### src/rtl/irq_router_pkg.sv
package irq_router_pkg;

  localparam int WORD_W      = 32;
  localparam int VEC_W       = 8;
  localparam int MODE_BIT    = 11;
  localparam int PHYS_LSB    = 24;
  localparam int PHYS_W      = 4;
  localparam int LMASK_LSB   = 24;
  localparam int LMASK_W     = 8;

  typedef enum logic [1:0] {
    ST_OK        = 2'd0,
    ST_RANGE     = 2'd1,
    ST_ABSENT    = 2'd2,
    ST_DUPLICATE = 2'd3
  } route_status_e;

  typedef struct packed {
    logic [WORD_W-1:0] hi;
    logic [WORD_W-1:0] lo;
  } redir_entry_t;

endpackage

### src/rtl/redir_table.sv
module redir_table
  import irq_router_pkg::*;
#(
  parameter int NUM_ENTRIES = 24,
  parameter int ADDR_W      = $clog2(NUM_ENTRIES),
  parameter int IDX_W       = ADDR_W + 1
) (
  input  logic         clk,
  input  logic         wr_en,
  input  logic [IDX_W-1:0] wr_idx,
  input  redir_entry_t wr_entry,
  input  logic [IDX_W-1:0] rd_idx,
  output redir_entry_t rd_entry,
  output logic         rd_in_range
);

  localparam logic [IDX_W-1:0] LIMIT = IDX_W'(NUM_ENTRIES);

  redir_entry_t mem [NUM_ENTRIES];

  logic wr_ok;
  assign wr_ok = wr_en && (wr_idx < LIMIT);

  // Plain write port, no reset: maps to distributed RAM.
  always_ff @(posedge clk) begin
    if (wr_ok) mem[wr_idx[ADDR_W-1:0]] <= wr_entry;
  end

  assign rd_in_range = rd_idx < LIMIT;

  always_comb begin
    rd_entry = '0;
    if (rd_in_range) rd_entry = mem[rd_idx[ADDR_W-1:0]];
  end

endmodule

### src/rtl/target_registry.sv
module target_registry
  import irq_router_pkg::*;
#(
  parameter int NUM_TGT = 8,
  parameter int SEL_W   = $clog2(NUM_TGT),
  parameter int TID_W   = SEL_W + 1
) (
  input  logic               clk,
  input  logic               rst,
  input  logic               req_valid,
  input  logic [TID_W-1:0]   req_id,
  output logic [NUM_TGT-1:0] present,
  output logic               resp_valid,
  output logic [1:0]         resp_status
);

  localparam logic [TID_W-1:0] LIMIT = TID_W'(NUM_TGT);

  logic       in_range;
  logic       already;
  logic [1:0] next_status;

  assign in_range = req_id < LIMIT;
  assign already  = in_range && present[req_id[SEL_W-1:0]];

  always_comb begin
    if (!in_range)    next_status = ST_RANGE;
    else if (already) next_status = ST_DUPLICATE;
    else              next_status = ST_OK;
  end

  always_ff @(posedge clk) begin
    if (rst) begin
      present     <= '0;
      resp_valid  <= 1'b0;
      resp_status <= ST_OK;
    end else begin
      resp_valid  <= req_valid;
      resp_status <= req_valid ? next_status : ST_OK;
      if (req_valid && in_range && !already)
        present[req_id[SEL_W-1:0]] <= 1'b1;
    end
  end

endmodule

### src/rtl/dest_decoder.sv
module dest_decoder
  import irq_router_pkg::*;
#(
  parameter int NUM_TGT = 8
) (
  input  redir_entry_t       entry,
  input  logic [NUM_TGT-1:0] present,
  output logic [NUM_TGT-1:0] target,
  output logic [VEC_W-1:0]   vector,
  output logic               found
);

  logic [PHYS_W-1:0]  phys_id;
  logic [31:0]        phys_id_w;
  logic               logical;
  logic [NUM_TGT-1:0] phys_sel;
  logic [NUM_TGT-1:0] lmask;
  logic [NUM_TGT-1:0] cand;

  assign phys_id   = entry.hi[PHYS_LSB +: PHYS_W];
  assign phys_id_w = 32'(phys_id);
  assign logical   = entry.lo[MODE_BIT];
  assign vector    = entry.lo[VEC_W-1:0];

  for (genvar n = 0; n < NUM_TGT; n++) begin : g_tgt
    assign phys_sel[n] = (phys_id_w == 32'(n));
    if (n < LMASK_W) begin : g_masked
      assign lmask[n] = entry.hi[LMASK_LSB + n];
    end else begin : g_unmasked
      assign lmask[n] = 1'b0;
    end
  end

  assign cand   = (logical ? lmask : phys_sel) & present;
  // Isolate the lowest set bit: ascending-identifier priority.
  assign target = cand & (~cand + NUM_TGT'(1));
  assign found  = |cand;

endmodule

### src/rtl/irq_dest_router.sv
module irq_dest_router
  import irq_router_pkg::*;
#(
  parameter int  NUM_ENTRIES = 24,
  parameter int  NUM_TGT     = 8,
  localparam int IDX_W       = $clog2(NUM_ENTRIES) + 1,
  localparam int TID_W       = $clog2(NUM_TGT) + 1
) (
  input  logic               clk,
  input  logic               rst,
  input  logic               tbl_we,
  input  logic [IDX_W-1:0]   tbl_idx,
  input  logic [31:0]        tbl_lo,
  input  logic [31:0]        tbl_hi,
  input  logic               irq_valid,
  input  logic [IDX_W-1:0]   irq_index,
  input  logic               reg_valid,
  input  logic [TID_W-1:0]   reg_id,
  output logic               irq_done,
  output logic [1:0]         irq_status,
  output logic [NUM_TGT-1:0] dlv_strobe,
  output logic [7:0]         dlv_vector,
  output logic               reg_done,
  output logic [1:0]         reg_status
);

  redir_entry_t       wr_entry;
  redir_entry_t       rd_entry;
  logic               rd_in_range;
  logic [NUM_TGT-1:0] present;
  logic [NUM_TGT-1:0] target;
  logic [VEC_W-1:0]   vector;
  logic               found;

  assign wr_entry.lo = tbl_lo;
  assign wr_entry.hi = tbl_hi;

  redir_table #(
    .NUM_ENTRIES (NUM_ENTRIES),
    .ADDR_W      (IDX_W - 1),
    .IDX_W       (IDX_W)
  ) u_table (
    .clk         (clk),
    .wr_en       (tbl_we),
    .wr_idx      (tbl_idx),
    .wr_entry    (wr_entry),
    .rd_idx      (irq_index),
    .rd_entry    (rd_entry),
    .rd_in_range (rd_in_range)
  );

  target_registry #(
    .NUM_TGT     (NUM_TGT),
    .SEL_W       (TID_W - 1),
    .TID_W       (TID_W)
  ) u_registry (
    .clk         (clk),
    .rst         (rst),
    .req_valid   (reg_valid),
    .req_id      (reg_id),
    .present     (present),
    .resp_valid  (reg_done),
    .resp_status (reg_status)
  );

  dest_decoder #(
    .NUM_TGT (NUM_TGT)
  ) u_decode (
    .entry   (rd_entry),
    .present (present),
    .target  (target),
    .vector  (vector),
    .found   (found)
  );

  always_ff @(posedge clk) begin
    if (rst) begin
      irq_done   <= 1'b0;
      irq_status <= ST_OK;
      dlv_strobe <= '0;
      dlv_vector <= '0;
    end else begin
      irq_done   <= irq_valid;
      irq_status <= ST_OK;
      dlv_strobe <= '0;
      dlv_vector <= '0;
      if (irq_valid) begin
        if (!rd_in_range) begin
          irq_status <= ST_RANGE;
        end else if (!found) begin
          irq_status <= ST_ABSENT;
        end else begin
          dlv_strobe <= target;
          dlv_vector <= vector;
        end
      end
    end
  end

endmodule

### config.mk
export PLATFORM = sky130hd
export DESIGN_NAME = irq_dest_router
export DESIGN_NICKNAME = d
export VERILOG_FILES = /design/src/rtl/irq_router_pkg.sv /design/src/rtl/redir_table.sv /design/src/rtl/target_registry.sv /design/src/rtl/dest_decoder.sv /design/src/rtl/irq_dest_router.sv
export SDC_FILE = /design/constraint.sdc
export NUM_CORES = 1
export LEC_CHECK = 0
export ABC_AREA = 1
export BUFFER_PORTS_ARGS = -buffer_cell sky130_fd_sc_hd__clkbuf_2
export CAP_MARGIN = 20
export CORE_ASPECT_RATIO = 1.4
export CORE_UTILIZATION = 35
export CTS_CLUSTER_DIAMETER = 50
export DETAILED_ROUTE_END_ITERATION = 10
export GPL_TIMING_DRIVEN = 0
export SYNTH_ARGS = -nofsm -noshare
export SYNTH_HDL_FRONTEND = slang
export SYNTH_SLANG_ARGS = --single-unit
### constraint.sdc
create_clock -name clk -period 2.6 [get_ports clk]
set_input_delay 0.52 -clock clk [delete_from_list [all_inputs] [get_ports clk]]
set_output_delay 0.52 -clock clk [all_outputs]
set_load 0.1 [all_outputs]
==> metrics.cfg, run 1 <==
[cts]
cts_buffer_depth=3
htree_levels=2
cts_hold_buf=0
clk_latency_ps=560
post-cts-setup-buffers=0
clock_sinks=438
path_clk_slew_ps=60
tritoncts=built
postCtsResizedCells=7
cts_buffers=46
cts_root_buf=clkbuf_16

[synthesis]
yosysMostFrequentCell=edfxtp_1
synth-main-ff-cell=edfxtp_1
synth_async_sr_flop_share_pct=0
syn_area_per_cell_um2=12.1
synth_cells=1456
ys_warn_count=0
syn_nets=1541
netlist.area_leader.share_pct=69.4
ys_ff_latch=438
ys_top_cells_by_area=edfxtp_1 (69%), nor2_1 (5.9%), o21ai_0 (4.8%)
yosysSeqAreaShare_pct=72.9
synth-edff-count=408
synth.distinct_cells=32
synthTopCellsByCount=edfxtp_1 (408), nor2_1 (276), nand2_1 (179)
synth_top_area_cell=edfxtp_1
netlist_area_mm2=0.0176

[grt]
antenna_found_initial=4
gr-total-overflow=0
grt_max_degree=25
grt_usage_pct=19.3
grt_pass1_vias=11940
grt_pass1_wl_um=72800

[routing]
routedWlPerCell_um=21.7
drtIter0Drc=1289
first_pass_iters=5
routed_via_density=5.32
routed_wl_um=49100
ant_nets=0
drc=0
num_vias=12018

[place]
place_congestion=0.876
io_buffers=53
hpwlAfterDp_um=33200

[timing]
grt_setup_unrepaired=no
slew_viol_final=0
whs_ps=164
fin_crit_sh_pct=96.4
clock.fmax_mhz=399
worst_pin_slew_ps=781
tns_ps=0
finalHoldViolCount=0
maxSlewHeadroom_pct=47.9
final.min_clock_period_ps=2510
setup_viol=0
finClkSkew_ps=14.2

[worst_setup_path]
cp.buffers_inverters=5
crit_path_max_incr_delay_ps=360
critPathTopFamily=buffers and inverters
cp-end-kind=register
critPathSlowestCell=clkbuf_2
cp_cell_sequence=clkbuf_2 > buf_2 > buf_2 > buf_2 > clkbuf_2 > o221ai_1 > nand3_1 > nand2_1 > a21oi_1 > nor2_2
cp.arrival_ps=2940
critical_path_required_ps=3040
crit_path_frequent_cell=buf_2
start_kind=primary input
path_max_fanout=10
critPathKind=in2reg

[power_and_ir_drop]
leakagePower_nw=7.31
irDropWorstVdd_v=0.000503
p_per_area_mw_per_mm2=754

[finish]
num_antenna_cells=0
synthToLayoutAreaGrowth_pct=18.8
drive_gt1_share_pct=15.8
final_nets=1664

[die]
dieArea_mm2=0.0513
start_util_pct=35.4
core_area_mm2=0.0499
io_pins=107
fp.dieW_um=192
rows=97
die_h_um=268

[run]
drv_cap=0

[hold_path]
hold_path_class=in2reg

[run_status]
run_status=finished clean

[logic make-up after synthesis]
logic type	Yosys count	synth area share, %
compound gates	297	9.79
flops	438	72.9
buf+inv	149	4.10
simple gates	572	13.3
[through the flow]
stage          power [W]  utilization [%]  cell area, um2  std cells  setup slack (ps)
4_1_cts           0.0159             41.9           20900       2261              7.08
6_report          0.0158             42.0           21000       2260              92.8
5_1_grt           0.0162             42.0           21000       2260              1.93
2_1_floorplan    0.00844                -           17600       1456               288
3_5_place_dp     0.00885             38.6           19300       2176              -941
3_3_place_gp     0.00882             37.5           18700       2152              -874
[layer usage]
metal	vias to the layer above	global-route usage, %	routed length, um
met5	-	0	43
met4	6	7.85	1970
met3	125	2.84	3160
met2	496	34.0	24900
met1	5901	23.4	19100
li1	5490	-	-
[area by class of cell]
cell class,count,area [um2]
inverter,60,228
clock buffer,56,1250
tap,643,805
multi-input combinational,869,4150
fill,4564,28900
timing repair buffer,77,751
clock inverter,30,395
sequential,438,12900
buffer,87,528
[placed cells by master (no fill, tap or decap), drive strengths merged]
cell type and count:
edfxtp 408, nor2 284, o21ai 189, nand2 185, clkbuf 156, nand3 89
buf 64, inv 61, o221ai 36, dfxtp 30, o211ai 28, a21oi 20
clkinv 18, o22ai 15, bufinv 9, a31oi 8, nand4 8, nor3 4
clkinvlp 2, and2 1, or2 1, a221oi 1
[state kept, by name, indices dropped and copies added, names as in the netlist]
name / flops
dlv_strobe: 8
dlv_vector: 8
irq_done: 1
irq_status: 2
u_registry.present: 8
u_registry.resp_status: 2
u_registry.resp_valid: 1
u_table.mem: 408
[path summary, 6_finish.rpt]
check / startpoint / to / slack (ps) / depth (start not counted)
max: irq_index[2] / dlv_vector[6] / 90 / 10
min: rst / irq_done / 160 / 2
max reg2reg: u_table.mem[3][56] / dlv_vector[4] / 270 / 17
min reg2reg: u_registry.present[2] / u_registry.present[2] / 480 / 2
[where the power goes]
| part | internal (W) | switching (W) |
|---|---|---|
| clock network | 0.00435 | 0.00275 |
| registers | 0.00774 | 0.0000112 |
| logic | 0.000254 | 0.000708 |
No activity file was read; power rests on OpenSTA's default activity.
==> inputs of run 2 (changes only) <==
--- a/config.mk
+++ b/config.mk
@@ -5,14 +5,16 @@
 export SDC_FILE = /design/constraint.sdc
 export NUM_CORES = 1
 export LEC_CHECK = 0
-export ABC_AREA = 1
+export ABC_AREA = 0
 export BUFFER_PORTS_ARGS = -buffer_cell sky130_fd_sc_hd__clkbuf_2
 export CAP_MARGIN = 20
 export CORE_ASPECT_RATIO = 1.4
+export CORE_MARGIN = 8
 export CORE_UTILIZATION = 35
 export CTS_CLUSTER_DIAMETER = 50
 export DETAILED_ROUTE_END_ITERATION = 10
 export GPL_TIMING_DRIVEN = 0
+export HOLD_SLACK_MARGIN = 0.08
 export SYNTH_ARGS = -nofsm -noshare
 export SYNTH_HDL_FRONTEND = slang
 export SYNTH_SLANG_ARGS = --single-unit
==> run 2 against run 1 <==
  * Clock skew up 10 ps
  * Via count down 28%
  * Power down 5.9%
  * The flow now finishes with violations (setup timing)
  * Wire length down 16%
  * Utilization about the same
  * Flip-flop and latch count unchanged
  * Largest cell class unchanged
==> metrics.cfg, run 2 <==
[routing]
drtIter0Drc=581  ; -55%
first_pass_iters=5  ; unchanged
routedWlPerCell_um=25.0  ; +15%
num_vias=8647  ; -28%
routed_via_density=5.23  ; -1.6%
routed_wl_um=41300  ; -16%
wl_met2_um=21500  ; -14%
drc=0  ; unchanged
wl_met1_um=16100  ; -16%
met3WireLength_um=2150  ; -32%
ant_nets=0  ; unchanged
highest_layer=met4

[place]
place_congestion=0.819  ; -6.6%
io_buffers=53  ; unchanged
hpwlAfterDp_um=27600  ; -17%

[grt]
grt_pass1_vias=9326  ; -22%
grt_pass1_wl_um=61200  ; -16%
antenna_found_initial=0  ; -4
gr-total-overflow=0  ; unchanged
grt_max_degree=25  ; unchanged
grt_usage_pct=14.7  ; -4.6 points

[synthesis]
synth_top_area_cell=edfxtp_1
ys_ff_latch=438  ; unchanged
synthTopCellsByCount=edfxtp_1 (408), mux4_2 (98), nor2_1 (49)
yosysMostFrequentCell=edfxtp_1
netlist_area_mm2=0.0172  ; -2.6%
yosysSeqAreaShare_pct=74.8  ; +1.9 points
synth-main-ff-cell=edfxtp_1
syn_area_per_cell_um2=20.2  ; +67%
ys_top_cells_by_area=edfxtp_1 (71%), mux4_2 (13%), dfxtp_1 (3.5%)
netlist.area_leader.share_pct=71.3  ; +1.9 points
synth-edff-count=408  ; unchanged
syn_nets=934  ; -39%
synth.distinct_cells=59  ; +84%
synth_async_sr_flop_share_pct=0  ; unchanged
synth_cells=849  ; -42%
ys_warn_count=0  ; unchanged

[worst_setup_path]
start_kind=register
critPathTopFamily=multiplexers
critPathSlowestCell=mux4_2
path_max_fanout=8  ; -2
critical_path_required_ps=3020  ; -20 ps
cp_cell_sequence=mux4_2 > mux2_4 > a32oi_4 > o31ai_4 > buf_4 > and3_1 > a41o_2 > nor4_4 > buf_6 > a21oi_4
cp.arrival_ps=3340  ; +400 ps
cp.buffers_inverters=2  ; -3
crit_path_max_incr_delay_ps=490  ; +130 ps
cp-end-kind=register
critPathKind=reg2reg

[cts]
clk_latency_ps=560  ; about the same
cts_root_buf=clkbuf_16
tritoncts=built
path_clk_slew_ps=60  ; about the same
cts_hold_buf=0  ; unchanged
cts_buffers=46  ; unchanged
cts_buffer_depth=3  ; unchanged
htree_levels=2  ; unchanged
clock_sinks=438  ; unchanged

[timing]
layout_setup_ws_ps=-314  ; -407 ps
maxSlewHeadroom_pct=37.8  ; -10 points
finalHoldViolCount=0  ; unchanged
clock.fmax_mhz=343  ; -14%
final.min_clock_period_ps=2910  ; +407 ps
finClkSkew_ps=24.7  ; +10.5 ps
worst_pin_slew_ps=932  ; +151 ps
fin_crit_sh_pct=112  ; +16 points
setup_viol=16  ; +16
slew_viol_final=0  ; unchanged
grt_setup_unrepaired=yes

[power_and_ir_drop]
p_per_area_mw_per_mm2=726  ; -3.8%
leakagePower_nw=6.63  ; -9.3%
power_w=0.0149  ; -5.9%
irDropWorstVdd_v=0.000426  ; -15%

[die]
dieArea_mm2=0.0565  ; +10%
start_util_pct=35.2  ; -0.13 points
core_area_mm2=0.0488  ; -2.2%
fp.dieW_um=203  ; +6.0%
rows=96  ; -1.0%
die_h_um=278  ; +3.9%
io_pins=107  ; unchanged

[run]
drv_cap=0  ; unchanged

[run_status]
violations=setup timing
run_status=finished, violations left

[finish]
layout_common_cells=edfxtp_1 (408), mux4_2 (98), clkbuf_2 (55)
final_core_util_pct=42.0  ; about the same
largest_reg_flops=408  ; unchanged
final_nets=1063  ; -36%
num_antenna_cells=0  ; unchanged
fill_cells=4330  ; -5.1%
drive_gt1_share_pct=34.1  ; +18 points
layout_commonest_cell=edfxtp_1
synthToLayoutAreaGrowth_pct=19.3

[hold_path]
hold_path_class=in2reg

-- run 2: layout make-up --
type                    instances  area [um2]  area share [%]
flip-flops and latches        438       12900            62.7
multi-input cells             362        4300            21.0
clock buffers                  61        1290            6.30
well taps                     637         797            3.89
repair buffers                 81         679            3.32
plain buffers                  41         377            1.84
clock inverters                24         163           0.794
inverters                       8        30.0           0.147
-- run 2: timing repair --
item                                    CTS  global route
buffers inserted                          9             0
pin swaps                                16             1
endpoints found under the setup margin   17            17
gates resized for setup                  50             4
-- run 2: cells by family (layout without fill, tap and decap cells) --
family / Yosys count / after routing / synth area share, %
AOI/OAI and AO/OA: 70 / 70 / 3.09
buffers and inverters: 49 / 215 / 1.73
DFF: 438 / 438 / 74.8
muxes: 151 / 151 / 16.0
and+or+nand+nor: 141 / 141 / 4.40
-- run 2: report_power, final --
group,leakage (nW),total (W),switching [W],internal (W)
Combinational,2.01,0.000834,0.000508,0.000326
Clock,0.711,0.00628,0.00267,0.00361
Sequential,3.91,0.00775,0.0000120,0.00774
Total,6.63,0.0149,0.00319,0.0117
-- run 2: path summary, 6_finish.rpt --
path	from	end	slack, ps	cells after the start
setup / recovery	u_table.mem[14][11]	dlv_vector[1]	-310	10
hold / removal	reg_id[3]	u_registry.resp_status[1]	180	2
setup reg to reg	u_table.mem[14][11]	dlv_vector[1]	-310	10
hold reg to reg	u_registry.present[5]	u_registry.present[5]	510	2
-- run 2: through the flow --
stage | cells | hold slack (ps) | setup slack [ps] | TNS [ps] | area (um2)
after floorplan | 849 | 453 | -325 | -4290 | 17200
after global placement | 1539 | 482 | -1500 | -296740 | 18300
after detailed placement | 1559 | 498 | -1500 | -21670 | 18700
after CTS | 1652 | 149 | -301 | -4380 | 20500
after global routing | 1652 | 169 | -399 | -5970 | 20500
final | 1652 | 175 | -314 | -4590 | 20500
-- run 2: per-layer routing --
metal,up-vias,track usage [%]
met5,-,0
met4,0,6.11
met3,79,2.87
met2,264,25.9
met1,4546,17.3
li1,3758,-
